File: src/rtl/cs_pkg.sv
package cs_pkg;
  typedef enum logic [1:0] {
    ST_WAKE  = 2'd0,
    ST_IDLE  = 2'd1,
    ST_BUSY  = 2'd2,
    ST_SLEEP = 2'd3
  } seq_state_e;

  function automatic int cs_max3(input int a, input int b, input int c);
    int m;
    m = (a > b) ? a : b;
    return (m > c) ? m : c;
  endfunction
endpackage

File: src/rtl/cs_sync.sv
// Multi-stage synchroniser with per-bit reset value; STAGES must be >= 2.
module cs_sync #(
  parameter int             W       = 1,
  parameter int             STAGES  = 2,
  parameter logic [W-1:0]   RST_VAL = '0
) (
  input  logic         clk,
  input  logic         rst_n,
  input  logic [W-1:0] d,
  output logic [W-1:0] q
);
  logic [STAGES-1:0][W-1:0] stg_q;

  always_ff @(posedge clk or negedge rst_n) begin
    if (!rst_n) stg_q <= {STAGES{RST_VAL}};
    else        stg_q <= {stg_q[STAGES-2:0], d};
  end

  assign q = stg_q[STAGES-1];
endmodule

File: src/rtl/cs_seq_fsm.sv
module cs_seq_fsm
  import cs_pkg::*;
#(
  parameter int CONV_CYCLES     = 320,
  parameter int WAKE_RST_CYCLES = 1536,
  parameter int WAKE_SLP_CYCLES = 3083,
  parameter int SYNC_STAGES     = 2,
  parameter int DATA_W          = 16
) (
  input  logic              clk,
  input  logic              rst_n,     // already synchronised release
  input  logic              conv_s,
  input  logic              pol_s,
  input  logic              sleep_s,
  input  logic              rd_ack,
  output logic              rdy_n,
  output logic              pol_mode,
  output logic [DATA_W-1:0] result
);
  localparam int CNT_W = $clog2(cs_max3(CONV_CYCLES, WAKE_RST_CYCLES, WAKE_SLP_CYCLES) + 1);
  localparam logic [CNT_W-1:0] CONV_LAST = CNT_W'(CONV_CYCLES - 1);
  // A start from idle credits the synchroniser cycles already spent, so
  // ready fed back to convert costs exactly two extra cycles per period.
  localparam logic [CNT_W-1:0] IDLE_START = CNT_W'(SYNC_STAGES - 1);
  // Wake-up counts absorb the input / reset synchroniser latency.
  localparam logic [CNT_W-1:0] RST_LAST = CNT_W'(WAKE_RST_CYCLES - SYNC_STAGES - 1);
  localparam logic [CNT_W-1:0] SLP_LAST = CNT_W'(WAKE_SLP_CYCLES - SYNC_STAGES - 1);

  seq_state_e        st_q, st_d;
  logic [CNT_W-1:0]  cnt_q, cnt_d;
  logic              rdy_q, rdy_d;
  logic              pol_q, pol_d;
  logic              slp_q, slp_d;
  logic [DATA_W-1:0] res_q, res_d;
  logic              res_en;
  logic [CNT_W-1:0]  wake_last;

  assign wake_last = slp_q ? SLP_LAST : RST_LAST;

  always_comb begin
    st_d   = st_q;
    cnt_d  = cnt_q;
    rdy_d  = rdy_q;
    pol_d  = pol_q;
    slp_d  = slp_q;
    res_en = 1'b0;
    unique case (st_q)
      ST_WAKE: begin
        if (sleep_s) begin
          st_d = ST_SLEEP; cnt_d = '0; rdy_d = 1'b1;
        end else if (cnt_q == wake_last) begin
          st_d = ST_IDLE; cnt_d = '0; rdy_d = 1'b0;
        end else begin
          cnt_d = cnt_q + 1'b1;
        end
      end
      ST_IDLE: begin
        if (sleep_s) begin
          st_d = ST_SLEEP; rdy_d = 1'b1;
        end else if (!conv_s) begin
          st_d = ST_BUSY; cnt_d = IDLE_START; rdy_d = 1'b1; pol_d = pol_s;
        end else if (rd_ack) begin
          rdy_d = 1'b1;
        end
      end
      ST_BUSY: begin
        if (sleep_s) begin
          st_d = ST_SLEEP; cnt_d = '0; rdy_d = 1'b1;
        end else if (cnt_q == CONV_LAST) begin
          rdy_d  = 1'b0;
          res_en = 1'b1;
          cnt_d  = '0;
          if (!conv_s) pol_d = pol_s;   // back-to-back restart this edge
          else         st_d  = ST_IDLE;
        end else begin
          cnt_d = cnt_q + 1'b1;
          rdy_d = 1'b1;
        end
      end
      ST_SLEEP: begin
        rdy_d = 1'b1;
        if (!sleep_s) begin
          st_d = ST_WAKE; cnt_d = CNT_W'(1); slp_d = 1'b1;
        end
      end
      default: st_d = ST_WAKE;
    endcase
    res_d = res_en ? res_q + 1'b1 : res_q;
  end

  always_ff @(posedge clk or negedge rst_n) begin
    if (!rst_n) begin
      st_q  <= ST_WAKE;
      cnt_q <= '0;
      rdy_q <= 1'b1;
      pol_q <= 1'b0;
      slp_q <= 1'b0;
      res_q <= '0;
    end else begin
      st_q  <= st_d;
      cnt_q <= cnt_d;
      rdy_q <= rdy_d;
      pol_q <= pol_d;
      slp_q <= slp_d;
      res_q <= res_d;
    end
  end

  assign rdy_n    = rdy_q;
  assign pol_mode = pol_q;
  assign result   = res_q;

  // a start from idle needs a synchronised low request one cycle earlier
  p_start_needs_req_r3: assert property (@(posedge clk) disable iff (!rst_n)
    (st_q == ST_BUSY && $past(st_q) == ST_IDLE) |-> !$past(conv_s));

  // conversion counter never passes its terminal value
  p_cnt_bound_r4: assert property (@(posedge clk) disable iff (!rst_n)
    (st_q == ST_BUSY) |-> (cnt_q <= CONV_LAST));

  // latched polarity holds through a conversion
  p_pol_hold_r7: assert property (@(posedge clk) disable iff (!rst_n)
    (st_q == ST_BUSY && cnt_q != CONV_LAST) |=> $stable(pol_q));

  // result only moves together with a ready fall
  p_res_step_r8: assert property (@(posedge clk) disable iff (!rst_n)
    (res_q != $past(res_q)) |-> $fell(rdy_q));

  // no ready strobe while asleep
  p_quiet_sleep_r10: assert property (@(posedge clk) disable iff (!rst_n)
    (st_q == ST_SLEEP) |-> rdy_q);

  // ready only falls at the end of a conversion or wake-up
  p_rdy_fall_src_r2: assert property (@(posedge clk) disable iff (!rst_n)
    $fell(rdy_q) |-> ($past(st_q) == ST_WAKE ||
                      ($past(st_q) == ST_BUSY && $past(cnt_q) == CONV_LAST)));
endmodule

File: src/rtl/conv_timing_seq.sv
module conv_timing_seq
  import cs_pkg::*;
#(
  parameter int CONV_CYCLES     = 320,
  parameter int WAKE_RST_CYCLES = 1536,
  parameter int WAKE_SLP_CYCLES = 3083,
  parameter int SYNC_STAGES     = 2,
  parameter int DATA_W          = 16
) (
  input  logic              clk,
  input  logic              rst_n,
  input  logic              conv_n,
  input  logic              pol_sel,
  input  logic              sleep,
  input  logic              rd_ack,
  output logic              rdy_n,
  output logic              pol_mode,
  output logic [DATA_W-1:0] result
);
  localparam int IN_W = 3;
  localparam logic [IN_W-1:0] IN_RST = 3'b001;   // {sleep, pol, conv_n}

  logic            rst_int;
  logic [IN_W-1:0] raw_in, syn_in;

  cs_sync #(.W(1), .STAGES(SYNC_STAGES), .RST_VAL(1'b0)) u_rst_sync (
    .clk(clk), .rst_n(rst_n), .d(1'b1), .q(rst_int)
  );

  assign raw_in = {sleep, pol_sel, conv_n};

  cs_sync #(.W(IN_W), .STAGES(SYNC_STAGES), .RST_VAL(IN_RST)) u_in_sync (
    .clk(clk), .rst_n(rst_n), .d(raw_in), .q(syn_in)
  );

  cs_seq_fsm #(
    .CONV_CYCLES(CONV_CYCLES), .WAKE_RST_CYCLES(WAKE_RST_CYCLES),
    .WAKE_SLP_CYCLES(WAKE_SLP_CYCLES), .SYNC_STAGES(SYNC_STAGES), .DATA_W(DATA_W)
  ) u_fsm (
    .clk(clk), .rst_n(rst_int),
    .conv_s(syn_in[0]), .pol_s(syn_in[1]), .sleep_s(syn_in[2]),
    .rd_ack(rd_ack),
    .rdy_n(rdy_n), .pol_mode(pol_mode), .result(result)
  );
endmodule

File: config.mk
export PLATFORM = sky130hd
export DESIGN_NAME = conv_timing_seq
export DESIGN_NICKNAME = d
export VERILOG_FILES = /design/src/rtl/cs_pkg.sv /design/src/rtl/cs_sync.sv /design/src/rtl/cs_seq_fsm.sv /design/src/rtl/conv_timing_seq.sv
export SDC_FILE = /design/constraint.sdc
export NUM_CORES = 1
export LEC_CHECK = 0
export BUFFER_PORTS_ARGS = -buffer_cell sky130_fd_sc_hd__buf_4
export CORE_UTILIZATION = 35
export CTS_CLUSTER_SIZE = 10
export DETAILED_ROUTE_END_ITERATION = 16
export GPL_TIMING_DRIVEN = 0
export HOLD_SLACK_MARGIN = 0.03
export PLACE_DENSITY = 0.5
export SETUP_SLACK_MARGIN = 0.3
export SYNTH_ARGS = -nofsm -noshare
export SYNTH_HDL_FRONTEND = slang
export SYNTH_SLANG_ARGS = --single-unit
File: constraint.sdc
create_clock -name clk -period 1.73 [get_ports clk]
set_clock_uncertainty 0.05 [all_clocks]
set_input_delay 0.2595 -clock clk [delete_from_list [all_inputs] [get_ports clk]]
set_output_delay 0.2595 -clock clk [all_outputs]
set_load 0.005 [all_outputs]
## Yosys cells after proc, flatten, opt, wreduce, memory -nomap -nowiden

Index checks and enable logic that the tools add are counted.
W data, S select, Z words.

- Register bits after elaboration: 41
- Input port bits: 6
- Output and inout bits: 18

- Add/sub/neg operators: 2
- Equal/unequal tests: 15
- Mux-type cells: 34
- Bitwise gates (word level): 1
- Reduce and logical (&&, ||, !) cells: 7

Operators by type and width:

| kind | number |
|---|---|
| $mux W12 | 8 |
| $pmux W12 S4 | 1 |
| $add A16 B1 Y16 const B | 1 |
| $mux W2 | 8 |
| $mux W1 | 14 |
| $add A12 B1 Y12 const B | 1 |
| $eq A12 B12 Y1 | 1 |
| $eq A12 B9 Y1 const B | 1 |
| $ne A2 B2 Y1 const B | 4 |
| $pmux W2 S4 | 1 |
| $ne A3 B2 Y1 const B | 2 |
| $ne A3 B3 Y1 const B | 2 |
| $reduce_and A5 Y1 | 1 |
| $eq A2 B2 Y1 const B | 2 |
| $ne A4 B4 Y1 const B | 1 |
| $pmux W1 S4 | 1 |
| $reduce_and A2 Y1 | 2 |
| $reduce_and A4 Y1 | 1 |
| $reduce_and A3 Y1 | 1 |
| $eq A2 B1 Y1 const B | 1 |
| $logic_not A2 Y1 | 1 |
| $ne A2 B1 Y1 const B | 1 |
| $pmux W1 S2 | 1 |
| $reduce_bool A2 Y1 | 1 |
| $not A1 Y1 | 1 |

## Longest topological paths before layout

Gate-level depths: netlist of the first run.

- Depth in word-level cells: 5
- Depth in mapped cells: 7
- Mapped depth without buffers: 5

## Hierarchy

From an unflattened synthesis of the first run, not the netlist that was laid out.

- Cell total of the unflattened synthesis: 193
- Area total of the unflattened synthesis: 2047.0 um^2

By module, submodules not included:

| module | instances | cells an instance | area each (um^2) | seq. area each (um^2) |
|---|---|---|---|---|
| cs_seq_fsm | 1 | 181 | 1818.0 | 827.0 |
| cs_sync (u_in_sync) | 1 | 9 | 175.2 | 152.6 |
| cs_sync (u_rst_sync) | 1 | 2 | 50.0 | 50.0 |
| conv_timing_seq | 1 | 1 | 3.8 | 0.0 |

## Worst setup path after synthesis of the first run

No wires, ideal clock.

- Path type: reg-to-reg
- Start point: reg u_fsm.cnt_q[0]
- End point: reg u_fsm.cnt_q[3]
- Arrival time: 1.717 ns
- Required time: 1.576 ns
- Path slack: -0.141 ns
- Cell stages (with the launch flop): 7
- Clock period less this slack: 1.871 ns
- Cell sequence: dfrtp_1 > ha_1 > and4_2 > buf_6 > a31oi_1 > mux2i_1 > a221oi_1

- Cells in the longest elaborated chain, start to end: 4

RTL lines:

| element | RTL line | text |
|---|---|---|
| start: declaration | cs_seq_fsm.sv:30 | `logic [CNT_W-1:0] cnt_q, cnt_d;` |
| start signal: assignment | cs_seq_fsm.sv:101 | `cnt_q <= cnt_d;` |
| $add A12 B1 Y12, or another cell as far along | cs_seq_fsm.sv:54, cs_seq_fsm.sv:76 |  |
| $mux W12, on equally long branches | cs_seq_fsm.sv:69, cs_seq_fsm.sv:51 |  |
| $mux W12, on equally long branches | cs_seq_fsm.sv:67, cs_seq_fsm.sv:49 |  |
| $pmux W12 S4 (*) | cs_seq_fsm.sv:47 | `unique case (st_q)` |

Mark *: on every way between the ends. The rest lies on a longest branch, timed or not.
A chain may end at the register's enable or synchronous reset.

## Worst setup path in the final report of the first run

- Start point: reg u_fsm.cnt_q[1]
- End point: reg u_fsm.res_q[8] (netlist: u_fsm.result[8])

- Cells in the longest elaborated chain, start to end: 4

RTL lines:

| element | RTL line | text |
|---|---|---|
| $eq A12 B9 Y1 | cs_seq_fsm.sv:69 | `end else if (cnt_q == CONV_LAST) begin` |
| $mux W1 | cs_seq_fsm.sv:69 |  |
| $mux W1 | cs_seq_fsm.sv:67 | `if (sleep_s) begin` |
| $mux W1 | cs_seq_fsm.sv:47 |  |
| end signal: assignment | cs_seq_fsm.sv:105 | `res_q <= res_d;` |
| end: declaration | cs_seq_fsm.sv:34 | `logic [DATA_W-1:0] res_q, res_d;` |

Every way passes these cells.

==> results of run 1 <==
report_power, final:
part / internal [uW] / switching (uW)
sequential: 987 / 37.0
combinational: 112 / 115
clock: 573 / 347
total: 1670 / 499
per-stage QoR:
| stage | worst slack [ns] | TNS [ns] | std cells | cell area [um2] | hold WS (ns) |
|---|---|---|---|---|---|
| 2_1_floorplan | 0.02167 | 0 | 200 | 2208 | -0.08609 |
| 3_3_place_gp | -0.2207 | -2.310 | 298 | 2475 | 0.03008 |
| 3_5_place_dp | -0.1736 | -1.791 | 298 | 2476 | 0.02948 |
| 4_1_cts | -0.02631 | -0.03695 | 325 | 2882 | 0.2058 |
| 5_1_grt | -0.1290 | -2.401 | 332 | 3047 | 0.2151 |
| 6_report | -0.05782 | -0.5669 | 332 | 3047 | 0.2120 |
layout make-up:
class | count | area, um2
Fill cell | 551 | 2874
Multi-Input combinational cell | 143 | 1230
Clock inverter | 3 | 65.06
Timing Repair Buffer | 49 | 435.4
Buffer | 10 | 95.09
Tap cell | 75 | 93.84
Inverter | 6 | 22.52
Clock buffer | 5 | 68.82
Sequential cell | 41 | 1036
cells in the final DEF, fill, tap and decap left out, drive strengths merged, types with 6 or more instances in the layout:
master   n
a22oi    6
dfrtp   38
nor2    10
inv      6
buf     50
nor4     6
nand2   16
clkbuf  10
nand3   11
xnor2   10
nand4   11
flip-flops by register name (all words and copies together) (netlist names):
| register | count |
|---|---|
| u_fsm.st_q | 2 |
| u_rst_sync.stg_q | 1 |
| u_fsm.rdy_n | 1 |
| u_fsm.result | 16 |
| u_in_sync.q | 3 |
| u_in_sync.stg_q | 3 |
| u_rst_sync.q | 1 |
| u_fsm.pol_mode | 1 |
| u_fsm.cnt_q | 12 |
| u_fsm.slp_q | 1 |
routing by layer:
layer  GRT usage  wire length (um)  vias up
li1            -                 -      862
met1      0.2391              2447      903
met2      0.2726              2581       28
met3     0.03409               125        4
met4     0.04821                46        0
met5           0                 0        -
worst paths after layout:
kind                           startpoint  slack, ns  cells after the start                   to
setup / recovery           u_fsm.cnt_q[1]      -0.06                      8      u_fsm.result[8]
max in group asynchronous    u_rst_sync.q       0.80                      0       u_fsm.cnt_q[9]
min in group asynchronous           rst_n       0.27                      2  u_rst_sync.stg_q[0]
hold reg to reg              u_rst_sync.q       0.29                      0        u_fsm.st_q[0]
setup reg to reg           u_fsm.cnt_q[1]      -0.06                      8      u_fsm.result[8]
hold / removal                     rd_ack       0.21                      4          u_fsm.rdy_n
worst min-delay path, delay by kind of cell:
family          cells  cell delay (ns)
simple gates        1             0.06
compound gates      2             0.13
buf+inv             1             0.08
what timing repair did:
item                                    in CTS  in global routing
endpoints found under the hold margin       11                  0
endpoints found under the setup margin      32                 32
pin swaps                                   16                  9
cloned                                       0                  2
setup buffers                               15                  5
hold buffers                                 4                  0
resized for setup                           25                 18
cell families (layout without fill, tap and decap cells):
| group | count (synthesis) | in the layout |
|---|---|---|
| adder cells (fa/ha/maj) | 2 | 2 |
| buffers and inverters | 16 | 73 |
| flip-flops | 41 | 41 |
| other | 1 | 1 |
| XOR/XNOR | 15 | 15 |
| AO/OA/AOI/OAI | 35 | 35 |
| multiplexers | 5 | 5 |
| AND/OR/NAND/NOR | 85 | 85 |
==> run_results.csv, run 1 <==
group,metric,value,unit
logic_synthesis,yosysTopAreaCell,"dfrtp_1",
timing,rsz0062_at_grt,"true",
logic_synthesis,synth_cells,200,
logic_synthesis,ys.flop_type,"dfrtp_1",
logic_synthesis,synth_top_family_by_area,"simple AND/OR/NAND/NOR gates",
logic_synthesis,yosys.area_share.simple,0.2570,
setup_path,worstPathRequired,1.86,ns
logic_synthesis,synth_top_area_share,0.4439,
routing,vias,1797,
clock_tree,cts_root_buf,"clkbuf_8",
logic_synthesis,synth_compound_area_frac,0.1192,
global_route,grt_pass1_wl,8514,um
timing,post-route-period-util,1.033,
global_route,antenna_found_initial,0,
timing,period_minus_slack,1.788,ns
clock_tree,cts_max_level,2,
status,status,"complete, but fails checks",
logic_synthesis,synth_edf_count,0,
setup_path,start_kind,"register",
pwr,powerDensity,712.6,nW/um2
global_route,grt_overflow,0,
min_path,hp-class,"in2reg",
clock_tree,cts.sinks,41,
logic_synthesis,synth-seq-cells,41,
setup_path,cp-end-kind,"register",
timing,worst-slew-pin-transition,0.7591,ns
finish,fin_util,0.5146,
setup_path,cp.buffers_inverters,3,
logic_synthesis,synth-seq-area-share,0.4807,
placement,portBuffers,23,
status,failed_checks,"setup timing",
timing,slew_headroom,0.4940,
setup_path,critPathSlowestCell,"dfrtp_1",
global_route,grt_pass1_vias,1708,
setup_path,crit_family,"simple AND/OR/NAND/NOR gates",
logic_synthesis,synth-xor-area-share,0.06133,
finish,drive_above_1_share,0.4241,
logic_synthesis,netlist_area,2142,um2
clock_tree,clock_path_buffers,2,
logic_synthesis,ys_async_sr_fraction,1.000,
routing,drcViolationCount,0,
pwr,ir_drop,0.0004324,V
floorplanning,std_cell_rows,28,
logic_synthesis,synth_area_leaders,"dfrtp_1, xnor2_1, dfstp_2",
pwr,power,2171,uW
setup_path,crit_arrival,1.92,ns
logic_synthesis,synth_adder_area_share,0.01168,
floorplanning,top_level_ports,24,
setup_path,path_class,"reg2reg",
finish,num_antenna_cells,0,
logic_synthesis,syn-num-nets,208,
timing,worst_slack,-0.05782,ns
clock_tree,insertion_delay,0.30,ns
global_route,grt_max_degree,34,
logic_synthesis,yosysMostFrequentCell,"dfrtp_1",
global_route,grt_usage,0.1726,
finish,nets,264,
clock_tree,cts_tree,"built",
routing,drtAntennaViolNets,0,
logic_synthesis,muxShareOfSynthArea,0.02336,
floorplanning,core-area,5921,um2
setup_path,max_stage_delay,0.37,ns
floorplanning,dieHeight,80.23,um
logic_synthesis,yosysUniqueCellTypes,62,
routing,dr.pass1.iters,4,
routing,drt-total-wl,5201,um
floorplanning,die_area,6437,um2
placement,dp_hpwl,3162,um
clock_tree,numCtsBuffers,5,
timing,slew_violations,0,
setup_path,cp_cell_sequence,"buf_4 -> ha_4 -> and4_4 -> buf_8 -> and4_4 -> buf_8 -> nand4_1 -> xnor2_1",
logic_synthesis,ys_top_cells_by_count,"dfrtp_1, nand2_1, nand3_1, nand4_1, xnor2_1",
routing,drt-wirelength-per-cell,15.67,um
placement,gp_congestion,0.7608,
routing,vias_per_cell,5.413,
routing,drt_iter0_drc,113,
setup_path,worst-path-max-fanout,7,
finish,area_growth_syn_to_layout,42.23,%
logic_synthesis,yosys_warnings,0,
timing,hold_violations,0,
floorplanning,initial_core_util,0.3618,
pwr,leakage,0.001359,uW
flow_run,cap_violations,0,
clock_tree,cts.clk_slew.worst_paths,0.09,ns
timing,finalSetupViolCount,21,
timing,max_freq,0.5593,GHz
floorplanning,die_w,80.23,um
logic_synthesis,avgSynthCellArea,10.71,um2
Power figures use the tool's default switching activity.
==> run 2: changes to the inputs <==
--- a/config.mk
+++ b/config.mk
@@ -5,6 +5,7 @@
 export SDC_FILE = /design/constraint.sdc
 export NUM_CORES = 1
 export LEC_CHECK = 0
+export ABC_AREA = 1
 export BUFFER_PORTS_ARGS = -buffer_cell sky130_fd_sc_hd__buf_4
 export CORE_UTILIZATION = 35
 export CTS_CLUSTER_SIZE = 10
==> run 2 against run 1 <==
Global-route usage rose by 0.28 points. The run now ends clean. Critical path type unchanged. Final cell count rose by 39%. Die area rose by 8.7%. Hold slack improved by 0.018 ns. Non-clock buffer count rose by 10.
==> run_results.csv, run 2 <==
group,metric,value,unit
logic_synthesis,ys.flop_type,"dfrtp_1",
clock_tree,clock_path_buffers,2,
min_path,hp-class,"in2reg",
logic_synthesis,netlist_area,2332,um2
logic_synthesis,yosys.area_share.simple,0.3702,
clock_tree,cts_max_level,2,
logic_synthesis,ys_async_sr_fraction,1.000,
pwr,ir_drop,0.0004746,V
setup_path,worst-path-max-fanout,5,
setup_path,r2r_slack,0.16,ns
logic_synthesis,avgSynthCellArea,7.572,um2
pwr,leakage,0.001733,uW
placement,placed_cells,408,
logic_synthesis,yosys_warnings,0,
pwr,powerDensity,849.6,nW/um2
timing,max_freq,0.6371,GHz
timing,finalSetupTns,0,ns
flow_run,cap_violations,0,
timing,slew_headroom,0.5033,
floorplanning,core-area,6386,um2
floorplanning,die_w,83.63,um
timing,slew_violations,0,
setup_path,cp-end-kind,"register",
routing,drcViolationCount,0,
finish,most-common-layout-cells,"nand2_1, buf_4, inv_1, dfrtp_1, nor2_1",
timing,post-route-period-util,0.9073,
logic_synthesis,synth-seq-area-share,0.4415,
placement,gp_congestion,0.8262,
global_route,grt_usage,0.1754,
global_route,grt_overflow,0,
timing,hold_violations,0,
clock_tree,numCtsBuffers,5,
logic_synthesis,yosysUniqueCellTypes,30,
setup_path,path_class,"reg2reg",
routing,drt-wirelength-per-cell,12.81,um
finish,finalNonFillerCells,460,
logic_synthesis,synth_top_family_by_area,"simple AND/OR/NAND/NOR gates",
timing,rsz0062_at_grt,"true",
finish,num_antenna_cells,0,
finish,area_growth_syn_to_layout,42.06,%
clock_tree,insertion_delay,0.30,ns
setup_path,crit_arrival,1.72,ns
routing,vias,2171,
logic_synthesis,synth_cells,308,
logic_synthesis,syn-num-nets,316,
timing,finalSetupViolCount,0,
routing,vias_per_cell,4.720,
placement,dp_hpwl,3740,um
clock_tree,cts.sinks,41,
finish,nets,390,
logic_synthesis,synth_top_area_share,0.4077,
clock_tree,cts_root_buf,"clkbuf_8",
finish,largest_register_ff_count,16,
floorplanning,std_cell_rows,29,
finish,fin_area,3313,um2
global_route,antenna_found_initial,0,
clock_tree,cts_tree,"built",
logic_synthesis,yosysMostFrequentCell,"nand2_1",
global_route,grt_pass1_vias,2132,
logic_synthesis,yosysTopAreaCell,"dfrtp_1",
floorplanning,initial_core_util,0.3652,
status,status,"complete, no violations",
routing,drt-total-wl,5891,um
setup_path,worstPathRequired,1.88,ns
logic_synthesis,synth-xor-area-share,0.06760,
floorplanning,dieHeight,83.63,um
logic_synthesis,synth-seq-cells,41,
finish,layout_commonest_cell,"nand2_1",
routing,dr.pass1.iters,4,
logic_synthesis,ys_top_cells_by_count,"nand2_1, nor2_1, inv_1",
setup_path,start_kind,"register",
finish,drive_above_1_share,0.4230,
timing,worst-slew-pin-transition,0.7450,ns
global_route,grt_pass1_wl,9832,um
logic_synthesis,synth_area_leaders,"dfrtp_1, nand2_1, nor2_1",
logic_synthesis,muxShareOfSynthArea,0,
placement,place_area,2618,um2
global_route,grt_max_degree,34,
routing,drt_iter0_drc,85,
logic_synthesis,synth_compound_area_frac,0.02253,
logic_synthesis,synth_edf_count,0,
routing,drtAntennaViolNets,0,
timing,period_minus_slack,1.570,ns
placement,portBuffers,23,
logic_synthesis,synth_adder_area_share,0.01073,
clock_tree,cts.clk_slew.worst_paths,0.09,ns
floorplanning,die_area,6994,um2
floorplanning,top_level_ports,24,
==> run 2: timing repair <==
item | in CTS | in global routing
resized for setup | 47 | 43
endpoints found under the hold margin | 11 | 0
setup endpoints to repair | 32 | 32
setup buffers | 20 | 18
pin swaps | 13 | 28
cloned | 1 | 1
hold buffers | 4 | 0
==> run 2: final timing paths <==
path                                   to  cells after the start       startpoint
setup / recovery           u_fsm.cnt_q[5]                      8  u_fsm.cnt_q[10]
hold / removal                u_fsm.rdy_n                      6           rd_ack
setup reg to reg           u_fsm.cnt_q[5]                      8  u_fsm.cnt_q[10]
hold reg to reg            u_fsm.cnt_q[1]                      0     u_rst_sync.q
max in group asynchronous  u_fsm.cnt_q[9]                      0     u_rst_sync.q
min in group asynchronous  u_in_sync.q[2]                      2            rst_n
==> run 2: cell type report <==
class / count / area [um2]
clock buffer: 5 / 68.82
sequential: 41 / 1040
tap: 77 / 96.34
clock inverter: 3 / 17.52
buffer: 3 / 33.78
inverter: 47 / 193.9
timing repair buffer: 66 / 529.3
fill: 637 / 3073
multi-input combinational: 218 / 1334
==> run 2: kinds of logic after synthesis <==
logic type | after synthesis
and+or+nand+nor | 186
AOI/OAI and AO/OA | 10
DFF | 41
xor gates and xnor gates | 18
other | 1
buffers and inverters | 50
adders and majority gates | 2
==> run 2: power by group <==
| group | internal [uW] | switching, uW | leakage (uW) |
|---|---|---|---|
| sequential | 1050 | 115 | 0.000503 |
| clock | 279 | 361 | 0.0000439 |
| combinational | 460 | 548 | 0.00119 |
==> run 2: metrics by stage <==
stage	util	hold slack, ns	setup WS (ns)	total power (uW)
finish	0.5188	0.2299	0.1604	2815
floorplan	-	-0.08609	0.2701	1565
global placement	0.4097	0.02971	0.04712	1727
detailed placement	0.4099	0.02987	0.05412	1732
global route	0.5188	0.2548	0.06662	2976
CTS	0.4806	0.2076	0.1955	2669
==> run 2: critical path, cell delays in order, from the launching register on <==
cell and delay [ns]:
dfrtp_1 0.45, inv_1 0.15, nand2_1 0.10, nor2_2 0.17, nand3_4 0.14, nand2_4 0.13
nand3_4 0.14, nand3b_1 0.11, inv_1 0.04
==> run 2: per-layer routing <==
layer | GRT usage | part of all wire | wire length, um
met1 | 0.2331 | 0.47 | 2777
met2 | 0.2868 | 0.49 | 2879
met3 | 0.03462 | 0.025 | 148
met4 | 0.05701 | 0.015 | 87
met5 | 0 | 0 | 0
==> run 3: changes to the inputs <==
--- a/config.mk
+++ b/config.mk
@@ -7,12 +7,12 @@
 export LEC_CHECK = 0
 export ABC_AREA = 1
 export BUFFER_PORTS_ARGS = -buffer_cell sky130_fd_sc_hd__buf_4
-export CORE_UTILIZATION = 35
+export CORE_UTILIZATION = 63
 export CTS_CLUSTER_SIZE = 10
 export DETAILED_ROUTE_END_ITERATION = 16
 export GPL_TIMING_DRIVEN = 0
 export HOLD_SLACK_MARGIN = 0.03
-export PLACE_DENSITY = 0.5
+export PLACE_DENSITY = 0.82
 export SETUP_SLACK_MARGIN = 0.3
 export SYNTH_ARGS = -nofsm -noshare
 export SYNTH_HDL_FRONTEND = slang
==> run 3 against run 2 <==
The flow now finishes with violations (setup timing). Design area shrank 2.2%. Clock power grew 30%. Sequential power is essentially flat. Critical path depth grew 2. Register-to-register slack lost 0.23 ns. Via count grew 23%. First-iteration DRC count grew to 4.8 times the previous value. Hold slack gained 0.027 ns. Critical path type unchanged. Critical endpoint unchanged. Largest power group unchanged.
==> run_results.csv, run 3 (synthesis results as in run 2) <==
group,metric,value,unit
setup_path,path_class,"reg2reg",
clock_tree,cts_root_buf,"clkbuf_8",
global_route,grt_overflow,0,
setup_path,cp-end-kind,"register",
finish,largest_register_ff_count,16,
finish,finalNonFillerCells,415,
finish,n_fill_cell,108,
finish,area_growth_syn_to_layout,38.95,%
finish,multi_input_area,1376,um2
clock_tree,clock_path_buffers,2,
pwr,leakage,0.001682,uW
clock_tree,cts_tree,"built",
routing,drtAntennaViolNets,0,
finish,drive_above_1_share,0.3984,
placement,gp_congestion,0.9296,
timing,max_freq,0.5564,GHz
global_route,grt_pass1_wl,10410,um
finish,most-common-layout-cells,"nand2_1, buf_4, inv_1, nor2_1, dfrtp_1",
status,status,"complete, but fails checks",
clock_tree,cts_max_level,2,
finish,layout_commonest_cell,"nand2_1",
setup_path,cp_cell_sequence,"inv_1 -> nand2_1 -> nor2_1 -> nand2_1 -> nand2_2 -> nand3_4 -> nand2_4 -> nand3_4 -> nand3b_1 -> inv_1",
timing,worst_slack,-0.06723,ns
pwr,pwr-share-seq,0.387,
timing,post-route-period-util,1.039,
pwr,powerDensity,946.4,nW/um2
placement,post-place-ws,0.005553,ns
setup_path,cp.buffers_inverters,2,
finish,nets,376,
setup_path,crit_arrival,1.95,ns
clock_tree,insertion_delay,0.30,ns
floorplanning,core-area,3442,um2
timing,slew_headroom,0.4943,
floorplanning,die_w,62.85,um
min_path,hp-class,"in2async",
timing,finalSetupViolCount,9,
floorplanning,die_area,3949,um2
clock_tree,cts.sinks,41,
placement,portBuffers,23,
placement,place_area,2577,um2
floorplanning,initial_core_util,0.6776,
pwr,swShare,0.3794,
routing,dr.pass1.iters,6,
pwr,p_clk_frac,0.271,
routing,vias,2678,
routing,vias_per_cell,6.453,
pwr,comb_power_share,0.342,
floorplanning,top_level_ports,24,
setup_path,max_stage_delay,0.47,ns
timing,hold_violations,0,
global_route,grt_max_degree,34,
finish,num_antenna_cells,0,
setup_path,crit_family,"simple AND/OR/NAND/NOR gates",
setup_path,worst-path-max-fanout,6,
global_route,antenna_found_initial,0,
status,failed_checks,"setup timing",
timing,rsz0062_at_grt,"true",
placement,dp_hpwl,3838,um
timing,slew_violations,0,
timing,worst-slew-pin-transition,0.7585,ns
pwr,power,3067,uW
timing,period_minus_slack,1.797,ns
clock_tree,numCtsBuffers,5,
routing,drcViolationCount,0,
pwr,p_switching,1164,uW
routing,drt-total-wl,8771,um
pwr,ir_drop,0.001073,V
floorplanning,std_cell_rows,21,
routing,drt-wirelength-per-cell,21.13,um
routing,drt_iter0_drc,410,
flow_run,cap_violations,0,
setup_path,critPathSlowestCell,"dfrtp_2",
placement,placed_cells,377,
pwr,p_int,1903,uW
clock_tree,cts.clk_slew.worst_paths,0.09,ns
finish,fin_area,3241,um2
global_route,grt_usage,0.3522,
finish,register_area,1040,um2
setup_path,worstPathRequired,1.88,ns
global_route,grt_pass1_vias,2210,
timing,finalSetupTns,-0.3747,ns
setup_path,start_kind,"register",
floorplanning,dieHeight,62.85,um
[run 3: cell count changes in the layout (fill, tap and decap cells not counted), sizes merged]
cell,change
clkinv,-1
clkbuf,+1
inv,-1
buf,-14
bufinv,+1
[run 3: power groups by stage]
| stage | sequential, uW | combinational [uW] | clock [uW] |
|---|---|---|---|
| floorplan | 1150 | 415 | 0 |
| global placement | 1170 | 538 | 0 |
| detailed placement | 1170 | 580 | 0 |
| CTS | 1170 | 813 | 801 |
| global route | 1180 | 1090 | 854 |
| finish | 1190 | 1050 | 832 |
[run 3: metal layers]
layer	up-vias	track usage	wire length [um]
li1	1075	-	-
met1	1224	0.4250	2903
met2	283	0.6046	4029
met3	96	0.07847	1088
met4	0	0.1453	749
met5	-	0	0
[run 3: what timing repair did]
| action | 4_1_cts | 5_1_grt |
|---|---|---|
| endpoints found under the hold margin | 11 | 0 |
| hold buffers | 4 | 0 |
| pin swaps | 17 | 25 |
| gates resized for setup | 48 | 52 |
| setup buffers | 14 | 11 |
| cloned | 1 | 0 |
| setup endpoints to repair | 64 | 32 |
[run 3: area by class of cell]
cell class              instances  share of cell area
clock inverters                 2             0.01158
inverters                      47             0.05985
multi-input cells             218              0.4247
clock buffers                   6             0.02548
repair buffers                 52              0.1293
plain buffers                   3             0.01042
flip-flops and latches         41              0.3209
well taps                      46             0.01776
[run 3: worst paths after layout]
path	depth (start not counted)	startpoint	slack, ns	end
setup / recovery	10	u_fsm.cnt_q[4]	-0.07	u_fsm.cnt_q[5]
hold / removal	2	rst_n	0.26	u_rst_sync.stg_q[0]
setup reg to reg	10	u_fsm.cnt_q[4]	-0.07	u_fsm.cnt_q[5]
hold reg to reg	0	u_rst_sync.q	0.29	u_fsm.result[1]
max in group asynchronous	0	u_rst_sync.q	0.79	u_fsm.cnt_q[9]
min in group clk	3	rd_ack	0.29	u_fsm.rdy_n
[run 3: per-stage QoR]
stage               utilization  hold slack, ns
global placement         0.7488         0.02665
global route             0.9415          0.2705
finish                   0.9415          0.2570
detailed placement       0.7488         0.02827
floorplan                     -        -0.08609
CTS                      0.8760          0.2407
[run 3: worst reg2reg max path: cells and delay by family, from the launching register on]
kind	cells	cell delay [ns]
buffers and inverters	2	0.21
DFF	1	0.47
and+or+nand+nor	8	0.98
